**src/rtl/tsf_pkg.sv**
```systemverilog
package tsf_pkg;
  typedef struct packed {
    logic load;
    logic tick;
  } tsfStrobe_t;
endpackage

```
**src/rtl/tsf_ctrl.sv**
```systemverilog
module tsf_ctrl
  import tsf_pkg::*;
#(
  parameter int CLKS_PER_US = 100
) (
  input  logic        clk,
  input  logic        rstN,
  input  logic        lowWrEn,
  input  logic [31:0] lowWrData,
  input  logic        highWrEn,
  input  logic [31:0] highWrData,
  output tsfStrobe_t  strobe,
  output logic [62:0] stagedVal
);
  localparam int DIV_W = (CLKS_PER_US > 1) ? $clog2(CLKS_PER_US) : 1;
  localparam logic [DIV_W-1:0] DIV_LAST = DIV_W'(CLKS_PER_US - 1);

  logic [31:0] stageLow;
  logic [31:0] stageHigh;
  logic        ctlPrev;
  logic        loadNow;
  logic        tickNow;

  always_ff @(posedge clk) begin
    if (!rstN) begin
      stageLow  <= '0;
      stageHigh <= '0;
      ctlPrev   <= 1'b0;
    end else begin
      if (lowWrEn)  stageLow  <= lowWrData;
      if (highWrEn) stageHigh <= highWrData;
      ctlPrev <= stageHigh[31];
    end
  end

  assign loadNow = ctlPrev & ~stageHigh[31];

  generate
    if (CLKS_PER_US > 1) begin : g_div
      logic [DIV_W-1:0] divCnt;
      always_ff @(posedge clk) begin
        if (!rstN)                 divCnt <= '0;
        else if (loadNow)          divCnt <= '0;
        else if (divCnt == DIV_LAST) divCnt <= '0;
        else                       divCnt <= divCnt + 1'b1;
      end
      assign tickNow = (divCnt == DIV_LAST);
    end else begin : g_nodiv
      assign tickNow = 1'b1;
    end
  endgenerate

  always_comb begin
    strobe.load = loadNow;
    strobe.tick = tickNow & ~loadNow;
  end

  assign stagedVal = {stageHigh[30:0], stageLow};
endmodule

```
**src/rtl/tsf_datapath.sv**
```systemverilog
module tsf_datapath
  import tsf_pkg::*;
(
  input  logic        clk,
  input  logic        rstN,
  input  tsfStrobe_t  strobe,
  input  logic [62:0] stagedVal,
  input  logic        lowRdEn,
  output logic [63:0] tsfNow,
  output logic [31:0] highSnap
);
  always_ff @(posedge clk) begin
    if (!rstN)            tsfNow <= '0;
    else if (strobe.load) tsfNow <= {1'b0, stagedVal};
    else if (strobe.tick) tsfNow <= tsfNow + 64'd1;
  end

  always_ff @(posedge clk) begin
    if (!rstN)        highSnap <= '0;
    else if (lowRdEn) highSnap <= tsfNow[63:32];
  end
endmodule

```
**src/rtl/tsf_timer.sv**
```systemverilog
module tsf_timer
  import tsf_pkg::*;
#(
  parameter int CLKS_PER_US = 100
) (
  input  logic        clk,
  input  logic        rstN,
  input  logic        lowWrEn,
  input  logic [31:0] lowWrData,
  input  logic        highWrEn,
  input  logic [31:0] highWrData,
  input  logic        lowRdEn,
  output logic [31:0] lowRdData,
  output logic [31:0] highRdData
);
  tsfStrobe_t  strobe;
  logic [62:0] stagedVal;
  logic [63:0] tsfNow;

  tsf_ctrl #(.CLKS_PER_US(CLKS_PER_US)) u_ctrl (
    .clk(clk), .rstN(rstN),
    .lowWrEn(lowWrEn), .lowWrData(lowWrData),
    .highWrEn(highWrEn), .highWrData(highWrData),
    .strobe(strobe), .stagedVal(stagedVal)
  );

  tsf_datapath u_dp (
    .clk(clk), .rstN(rstN),
    .strobe(strobe), .stagedVal(stagedVal),
    .lowRdEn(lowRdEn),
    .tsfNow(tsfNow), .highSnap(highRdData)
  );

  assign lowRdData = tsfNow[31:0];
endmodule

```
**config.mk**
```make
export PLATFORM = sky130hd
export DESIGN_NAME = tsf_timer
export DESIGN_NICKNAME = d
export VERILOG_FILES = /design/src/rtl/tsf_pkg.sv /design/src/rtl/tsf_ctrl.sv /design/src/rtl/tsf_datapath.sv /design/src/rtl/tsf_timer.sv
export SDC_FILE = /design/constraint.sdc
export NUM_CORES = 1
export LEC_CHECK = 0
export BUFFER_PORTS_ARGS = -buffer_cell sky130_fd_sc_hd__buf_4
export CAP_MARGIN = 40
export CORE_MARGIN = 2
export CORE_UTILIZATION = 30
export CTS_CLUSTER_DIAMETER = 30
export CTS_CLUSTER_SIZE = 14
export DETAILED_ROUTE_END_ITERATION = 12
export PLACE_DENSITY = 0.51
export SLEW_MARGIN = 40
export SYNTH_ARGS = -nofsm -noshare
export SYNTH_HDL_FRONTEND = slang
export SYNTH_SLANG_ARGS = --single-unit
```
**constraint.sdc**
```tcl
create_clock -name clk -period 6.1 [get_ports clk]
set_clock_uncertainty 0.05 [all_clocks]
set_input_delay 0.61 -clock clk [delete_from_list [all_inputs] [get_ports clk]]
set_output_delay 0.61 -clock clk [all_outputs]
set_load 0.02 [all_outputs]
```
==> results.cfg, run 1 <==
[run_status]
status = finished, final reports clean

[cells_and_area]
post-route-util_pct = 36.5
regArea_sq_mm = 0.00336
nFillCells = 2714
synthToLayoutAreaGrowth_pct = 19.9
multiInputGateArea_sq_mm = 0.00404
drive_gt1_share_pct = 19.2
nNetsFinal = 1032
diodes = 0

[worst_hold_path]
min_path_type = in2reg
min-delay-start = lowWrData[29]
whs_path_depth = 3
hold_end = u_ctrl.stageLow[29]

[global_routing]
antenna_found_initial = 0
grt_pass1_vias = 6369
grt_overflow = 0
grt_util_all_layers_pct = 17.0
grt_first_pass_wirelength_microns = 37400
grt_max_degree = 81

[die]
die_x_microns = 166
num_rows = 59
design.die.area_sq_mm = 0.0277
start_util_pct = 30.5
core_sq_mm = 0.0260
die_y_microns = 166
io_pins = 133

[route]
routedWlPerCell_microns = 18.0
vias = 6759
ant_nets = 0
wl_microns = 23600
viasPerCell = 5.16
firstDrtPassIters = 5
drtIter0Drc = 556
drc = 0

[critical_path]
crit_fanout = 11
critPathRequiredTime_ns = 6.41
r2r_end = u_dp.tsfNow[62]
r2r_slack_ns = 3.23
worst_setup_path_start_kind = register
r2r-start = u_ctrl.g_div.divCnt[0]
cp-end-kind = register
r2r_cells = 6
worstPathArrival_ns = 3.19
crit_type = reg2reg

[power]
power_mw = 2.61
ir_worst_vdd_mv = 0.138
p_leak_nw = 3.84
p_per_area_mw_per_mm2 = 275

[job]
cap_violations = 0

[cts]
clkLatencyLatePin_ns = 0.44
cts-root-buf = clkbuf_16
path_clk_slew_ns = 0.07
h-tree-depth = 4
cts_tree = built
clk_path_buf_depth = 2
cts.sinks = 168
hold_buffers = 0
cts_buffers = 17
post_cts_buffers = 0
cts_resized = 0

[timing]
setup_viol = 0
max-slew-margin-rel_pct = 47.8
postLayoutSetupSlackWorst_ns = 3.23
hold_violations = 0
holdWs_ns = 0.350
worstMarginPinSlew_ns = 0.782
fin_crit_sh_pct = 47.1
fmax_mhz = 348
setup_tns_ns = 0
slew_viol_final = 0
finalCriticalPeriod_ns = 2.87
grt_setup_unrepaired = false

[yosys]
avgSynthCellArea_sq_um = 8.83
synth.top_cell.area_share_pct = 42.5
syn_nets = 968
yosysTopAreaCell = dfxtp_1
seq_area_frac_synth_pct = 42.5
ys_seq_elements = 168
syn_inst = 897
async_flop_share_pct = 0
yosysUniqueCellTypes = 53
yosys-top-cells-area = dfxtp_1 42%, mux2i_1 14%, nor2_1 6.6%
synth_ff_type = dfxtp_1
synth_edf_count = 0
yosysWarnings = 0
synthesis.area_sq_mm = 0.00792

[place]
place.detailed.hpwl_microns = 17100
port_buffers = 132
gp_congestion = 0.914
place_ws_ns = 3.26
==> where the power goes <==
part	total, mW	switching [mW]	internal (mW)
Combinational	0.240	0.128	0.112
Clock	1.15	0.484	0.668
Sequential	1.22	0.0673	1.15
==> state kept, by name (all words and copies together) (netlist names) <==
signal	cells
u_dp.tsfNow	64
u_ctrl.stageHigh	32
u_ctrl.stageLow	32
u_dp.highSnap	32
u_ctrl.g_div.divCnt	7
u_ctrl.ctlPrev	1
==> metrics by stage <==
stage | instance area, sq um | instances
after floorplan | 7920 | 897
after global placement | 8870 | 1277
after detailed placement | 8870 | 1277
after CTS | 9490 | 1309
after global routing | 9490 | 1309
final | 9490 | 1309
==> per-layer routing <==
layer / global-route usage, % / routed length [microns] / vias to the layer above
li1: - / - / 3345
met1: 25.0 / 12000 / 3177
met2: 24.5 / 9870 / 207
met3: 3.78 / 1250 / 30
met4: 5.55 / 490 / 0
met5: 0 / 0 / -
==> cell type report <==
cell class                      count  area share [%]
Sequential cell                   168            35.4
Clock buffer                       19            4.67
Inverter                            6           0.250
Timing Repair Buffer              136            10.8
Clock inverter                     13            1.90
Multi-Input combinational cell    632            42.6
Tap cell                          335            4.42
==> cell usage after synthesis, types with 6 or more instances <==
cell	instances
dfxtp_1	168
a31oi_1	10
nor3_1	19
o31ai_1	9
mux2i_1	107
a21oi_1	27
nand4_1	36
a211oi_1	17
and4_1	6
or4_1	14
nand2_1	43
buf_4	32
and2_1	6
xor2_1	20
inv_1	6
nand3_1	37
xnor2_1	18
clkbuf_1	48
nor4_1	22
and3_1	13
nor2_1	140
o21ai_0	42
==> critical path: stages, from the launching register on <==
cell and delay, ns:
dfxtp_1 0.35, ha_1 0.23, nor4b_4 0.45, nand4_1 0.33, or4b_4 0.69, or4_1 0.52
a31oi_1 0.17
==> logic make-up (layout without fill, tap and decap cells) <==
group | after synthesis | after routing | synth area share (%)
xor gates and xnor gates | 38 | 38 | 4.20
buffers and inverters | 97 | 174 | 6.57
DFF | 168 | 168 | 42.5
AOI/OAI and AO/OA | 121 | 121 | 9.37
adders and majority gates | 2 | 2 | 0.316
muxes | 107 | 107 | 13.5
and+or+nand+nor | 364 | 364 | 23.5
==> worst max path at each step <==
stage	from	endpoint
detailed placement	u_ctrl.g_div.divCnt[0]	u_dp.tsfNow[46]
global route	u_ctrl.g_div.divCnt[0]	u_dp.tsfNow[62]
floorplan	u_ctrl.g_div.divCnt[0]	u_dp.tsfNow[62]
global placement	u_ctrl.g_div.divCnt[0]	u_dp.tsfNow[46]
CTS	u_ctrl.g_div.divCnt[0]	u_dp.tsfNow[46]
finish	u_ctrl.g_div.divCnt[0]	u_dp.tsfNow[62]
==> layout by cell type (no fill, tap or decap), types with 6 or more instances in the layout <==
cell	instances
a211oi_1	17
and4_1	6
nor3_1	19
a31oi_1	10
and3_1	13
nand4_1	36
a21oi_1	27
o21ai_0	42
nand2_1	43
xnor2_1	18
o31ai_1	9
buf_4	136
nor4_1	22
and2_1	6
or4_1	14
dfxtp_1	168
xor2_1	20
nor2_1	140
nand3_1	37
clkbuf_16	17
mux2i_1	107
No activity file was read; power rests on OpenSTA's default activity.
==> run 2, diff against run 1 <==
Clock period 6.1 ns to 2.75 ns, I/O delays scaled along.
==> results.cfg, run 2 (synthesized netlist as in run 1, its figures left out) <==
[route]
wl_microns = 23900
viasPerCell = 5.05
drtIter0Drc = 538
routedWlPerCell_microns = 17.8
firstDrtPassIters = 5
drc = 0
vias = 6780
ant_nets = 0

[cts]
path_clk_slew_ns = 0.07
post_cts_buffers = 0
cts_buffers = 17
cts.sinks = 168
clkLatencyLatePin_ns = 0.44
cts_resized = 0
clk_path_buf_depth = 2
hold_buffers = 0
cts_tree = built
cts-root-buf = clkbuf_16
h-tree-depth = 4

[place]
place.detailed.hpwl_microns = 17600
port_buffers = 132
gp_congestion = 0.889
dpl_cell_area_sq_mm = 0.00916
place_ws_ns = 0.180
dp.cells = 1312

[cells_and_area]
multiInputGateArea_sq_mm = 0.00404
regArea_sq_mm = 0.00336
largest_register_ffs = 64
nFillCells = 2643
final_area_sq_mm = 0.00973
diodes = 0
final_cells = 1342
layout_commonest_cell = buf_4
nNetsFinal = 1067
regMostFlops = u_dp.tsfNow
drive_gt1_share_pct = 21.9
synthToLayoutAreaGrowth_pct = 22.9
post-route-util_pct = 37.4
layout_common_cells = 169 x buf_4, 168 x dfxtp_1, 140 x nor2_1

[die]
core_sq_mm = 0.0260
design.die.area_sq_mm = 0.0277
io_pins = 133
die_x_microns = 166
num_rows = 59
die_y_microns = 166
start_util_pct = 30.5

[power]
power_mw = 5.66
ir_worst_vdd_mv = 0.294
p_leak_nw = 4.00
p_per_area_mw_per_mm2 = 581

[timing]
postLayoutSetupSlackWorst_ns = 0.158
grt_setup_unrepaired = false
slew_viol_final = 0
setup_tns_ns = 0
holdWs_ns = 0.0163
worstMarginPinSlew_ns = 0.658
max-slew-margin-rel_pct = 55.7
finalCriticalPeriod_ns = 2.59
setup_viol = 0
hold_violations = 0
fin_crit_sh_pct = 94.2
fmax_mhz = 386

[worst_hold_path]
min_path_type = in2reg

[global_routing]
grt_pass1_vias = 6291
grt_overflow = 0
grt_first_pass_wirelength_microns = 37200
grt_util_all_layers_pct = 17.0
grt_max_degree = 54
antenna_found_initial = 0

[critical_path]
worstPathArrival_ns = 2.90
worst_setup_path_start_kind = register
crit_type = reg2reg
cp-end-kind = register
critPathRequiredTime_ns = 3.06
crit_fanout = 11

[job]
cap_violations = 0

[run_status]
status = finished, final reports clean
==> run 2: cell count changes in the layout (fill, tap and decap cells not counted), moves of 2 or more <==
cell	change
buf_12	+2
buf_4	+33
clkinv_2	+2
inv_6	-2
==> run 2: critical path: stages, from the launching register on <==
cell     delay, ns
dfxtp_1       0.41
nand3_2       0.18
or4_4         0.60
or4b_4        0.58
or4_1         0.53
a31oi_1       0.17
==> run 2: cell type report <==
class,count,area share [%]
multi-input cells,632,41.5
flip-flops and latches,168,34.6
repair buffers,171,13.5
clock buffers,17,4.37
well taps,335,4.31
clock inverters,13,1.52
inverters,6,0.244
==> run 2: layer usage <==
| layer | up-vias | global-route usage, % | part of all wire (%) |
|---|---|---|---|
| li1 | 3402 | - | - |
| met1 | 3194 | 25.5 | 52 |
| met2 | 166 | 24.5 | 42 |
| met3 | 18 | 3.78 | 5.0 |
| met4 | 0 | 4.24 | 1.0 |
| met5 | - | 0 | 0 |
==> run 2: worst paths after layout <==
check,from,endpoint,slack (ns),cells past startpoint
max,u_dp.tsfNow[21],u_dp.tsfNow[62],0.16,5
min,highWrData[5],u_ctrl.stageHigh[5],0.02,3
max reg2reg,u_dp.tsfNow[21],u_dp.tsfNow[62],0.16,5
min reg2reg,u_ctrl.g_div.divCnt[0],u_ctrl.g_div.divCnt[0],0.40,1
==> run 2: report_power, final <==
part           total (mW)  internal, mW  switching, mW
clock                2.39          1.34           1.05
combinational       0.579         0.271          0.308
sequential           2.69          2.56          0.126
==> run 3, diff against run 2 <==
Settings changed: BUFFER_PORTS_ARGS -buffer_cell sky130_fd_sc_hd__buf_4 to -buffer_cell sky130_fd_sc_hd__clkbuf_2.
==> results.cfg, run 3 (synthesized netlist as in run 1, its figures left out) <==
[worst_hold_path]
min_path_type = in2reg

[cts]
cts_buffers = 17
cts_resized = 0
path_clk_slew_ns = 0.07
hold_buffers = 0
clk_path_buf_depth = 2
h-tree-depth = 4
clkLatencyLatePin_ns = 0.42
cts_tree = built
post_cts_buffers = 0
cts.sinks = 168
cts-root-buf = clkbuf_16

[cells_and_area]
layout_common_cells = 168 x dfxtp_1, 140 x nor2_1, 132 x clkbuf_2
largest_register_ffs = 64
layout_commonest_cell = dfxtp_1
regMostFlops = u_dp.tsfNow
drive_gt1_share_pct = 22.2
synthToLayoutAreaGrowth_pct = 19.3
diodes = 0
nNetsFinal = 1068

[critical_path]
worst_setup_path_start_kind = register
r2r_cells = 5
critPathRequiredTime_ns = 2.99
r2r_slack_ns = 0.15
cp-end-kind = register
crit_type = reg2reg
r2r-start = u_dp.tsfNow[9]
crit_start = u_dp.tsfNow[9]
crit_fanout = 8
worstPathArrival_ns = 2.84
r2r_end = u_dp.tsfNow[41]
cp-endpoint = u_dp.tsfNow[41]

[timing]
finalCriticalPeriod_ns = 2.60
worstMarginPinSlew_ns = 0.583
max-slew-margin-rel_pct = 60.8
postLayoutSetupSlackWorst_ns = 0.152
hold_violations = 0
slew_viol_final = 0
setup_viol = 0
fin_crit_sh_pct = 94.5
fmax_mhz = 385
grt_setup_unrepaired = false
setup_tns_ns = 0

[route]
ant_nets = 0
firstDrtPassIters = 5
highest_layer = met4
drtIter0Drc = 605
wl_met2_microns = 9740
vias = 6761
drc = 0
wl_microns = 23400
viasPerCell = 5.03
wl_met1_microns = 12000
routedWlPerCell_microns = 17.4
met3_length_microns = 1360

[power]
p_leak_nw = 3.94
pwr-share-seq_pct = 47.7
p_sw_share_pct = 26.2
netSwitchingPower_mw = 1.48
p_int_mw = 4.17
p_per_area_mw_per_mm2 = 598
clkPwrFrac_pct = 43.1
ir_worst_vdd_mv = 0.323
p_comb_share_pct = 9.3

[place]
place.detailed.hpwl_microns = 17500
port_buffers = 132
place_ws_ns = 0.200
gp_congestion = 0.889

[die]
core_sq_mm = 0.0260
die_x_microns = 166
io_pins = 133
design.die.area_sq_mm = 0.0277
start_util_pct = 30.5
die_y_microns = 166
num_rows = 59

[global_routing]
grt_first_pass_wirelength_microns = 36700
grt_overflow = 0
grt_pass1_vias = 6308
grt_util_all_layers_pct = 16.7
grt_max_degree = 59
antenna_found_initial = 0

[run_status]
status = finished, final reports clean

[job]
cap_violations = 0
-- run 3: cell types whose count changed in the layout (fill, tap and decap cells not counted), sizes merged --
| cell | before | now |
|---|---|---|
| clkbuf | 17 | 150 |
| buf | 171 | 40 |
| clkinvlp | 3 | 1 |
| inv | 9 | 12 |
-- run 3: area by class of cell --
class                   instances  area [sq um]
fillers                      2704         16500
clock buffers                  18           439
inverters                       6          23.8
multi-input cells             632          4040
clock inverters                14           159
repair buffers                172           998
well taps                     335           419
flip-flops and latches        168          3360
-- run 3: stage by stage --
stage	area, sq um	std cells	utilization, %	power [mW]	hold WS [ns]
CTS	9440	1345	36.3	5.72	0.0141
floorplan	7920	897	-	3.08	0.363
global route	9440	1345	36.3	5.89	0.0180
detailed placement	8850	1313	34.0	3.27	0.382
global placement	8850	1313	34.0	3.27	0.374
finish	9440	1345	36.3	5.65	0.0339
-- run 3: power groups by stage --
stage,clock network [mW],registers [mW],logic (mW)
finish,2.43,2.69,0.524
global route,2.60,2.71,0.583
global placement,0,2.74,0.524
detailed placement,0,2.75,0.528
floorplan,0,2.71,0.366
CTS,2.50,2.69,0.531
-- run 3: how the worst min path moves through the flow --
stage	start	endpoint	slack, ns	cells past startpoint
floorplan	u_ctrl.g_div.divCnt[0]	u_ctrl.g_div.divCnt[0]	0.36	1
global placement	u_ctrl.g_div.divCnt[0]	u_ctrl.g_div.divCnt[0]	0.37	1
detailed placement	u_ctrl.g_div.divCnt[0]	u_ctrl.g_div.divCnt[0]	0.38	1
CTS	lowWrData[23]	u_ctrl.stageLow[23]	0.01	3
global route	lowWrData[29]	u_ctrl.stageLow[29]	0.02	3
finish	lowWrData[23]	u_ctrl.stageLow[23]	0.03	3
-- run 3: critical path, cell delays in order (launching register included) --
cell	delay [ns]
dfxtp_1	0.42
nand4_1	0.32
or4_1	0.64
or4b_1	0.73
nor3_1	0.23
a211oi_1	0.07
-- run 3: per-layer routing --
metal,up-vias,GRT usage [%]
met3,17,4.30
met5,-,0
li1,3418,-
met4,0,4.01
met1,3139,24.6
met2,187,24.2
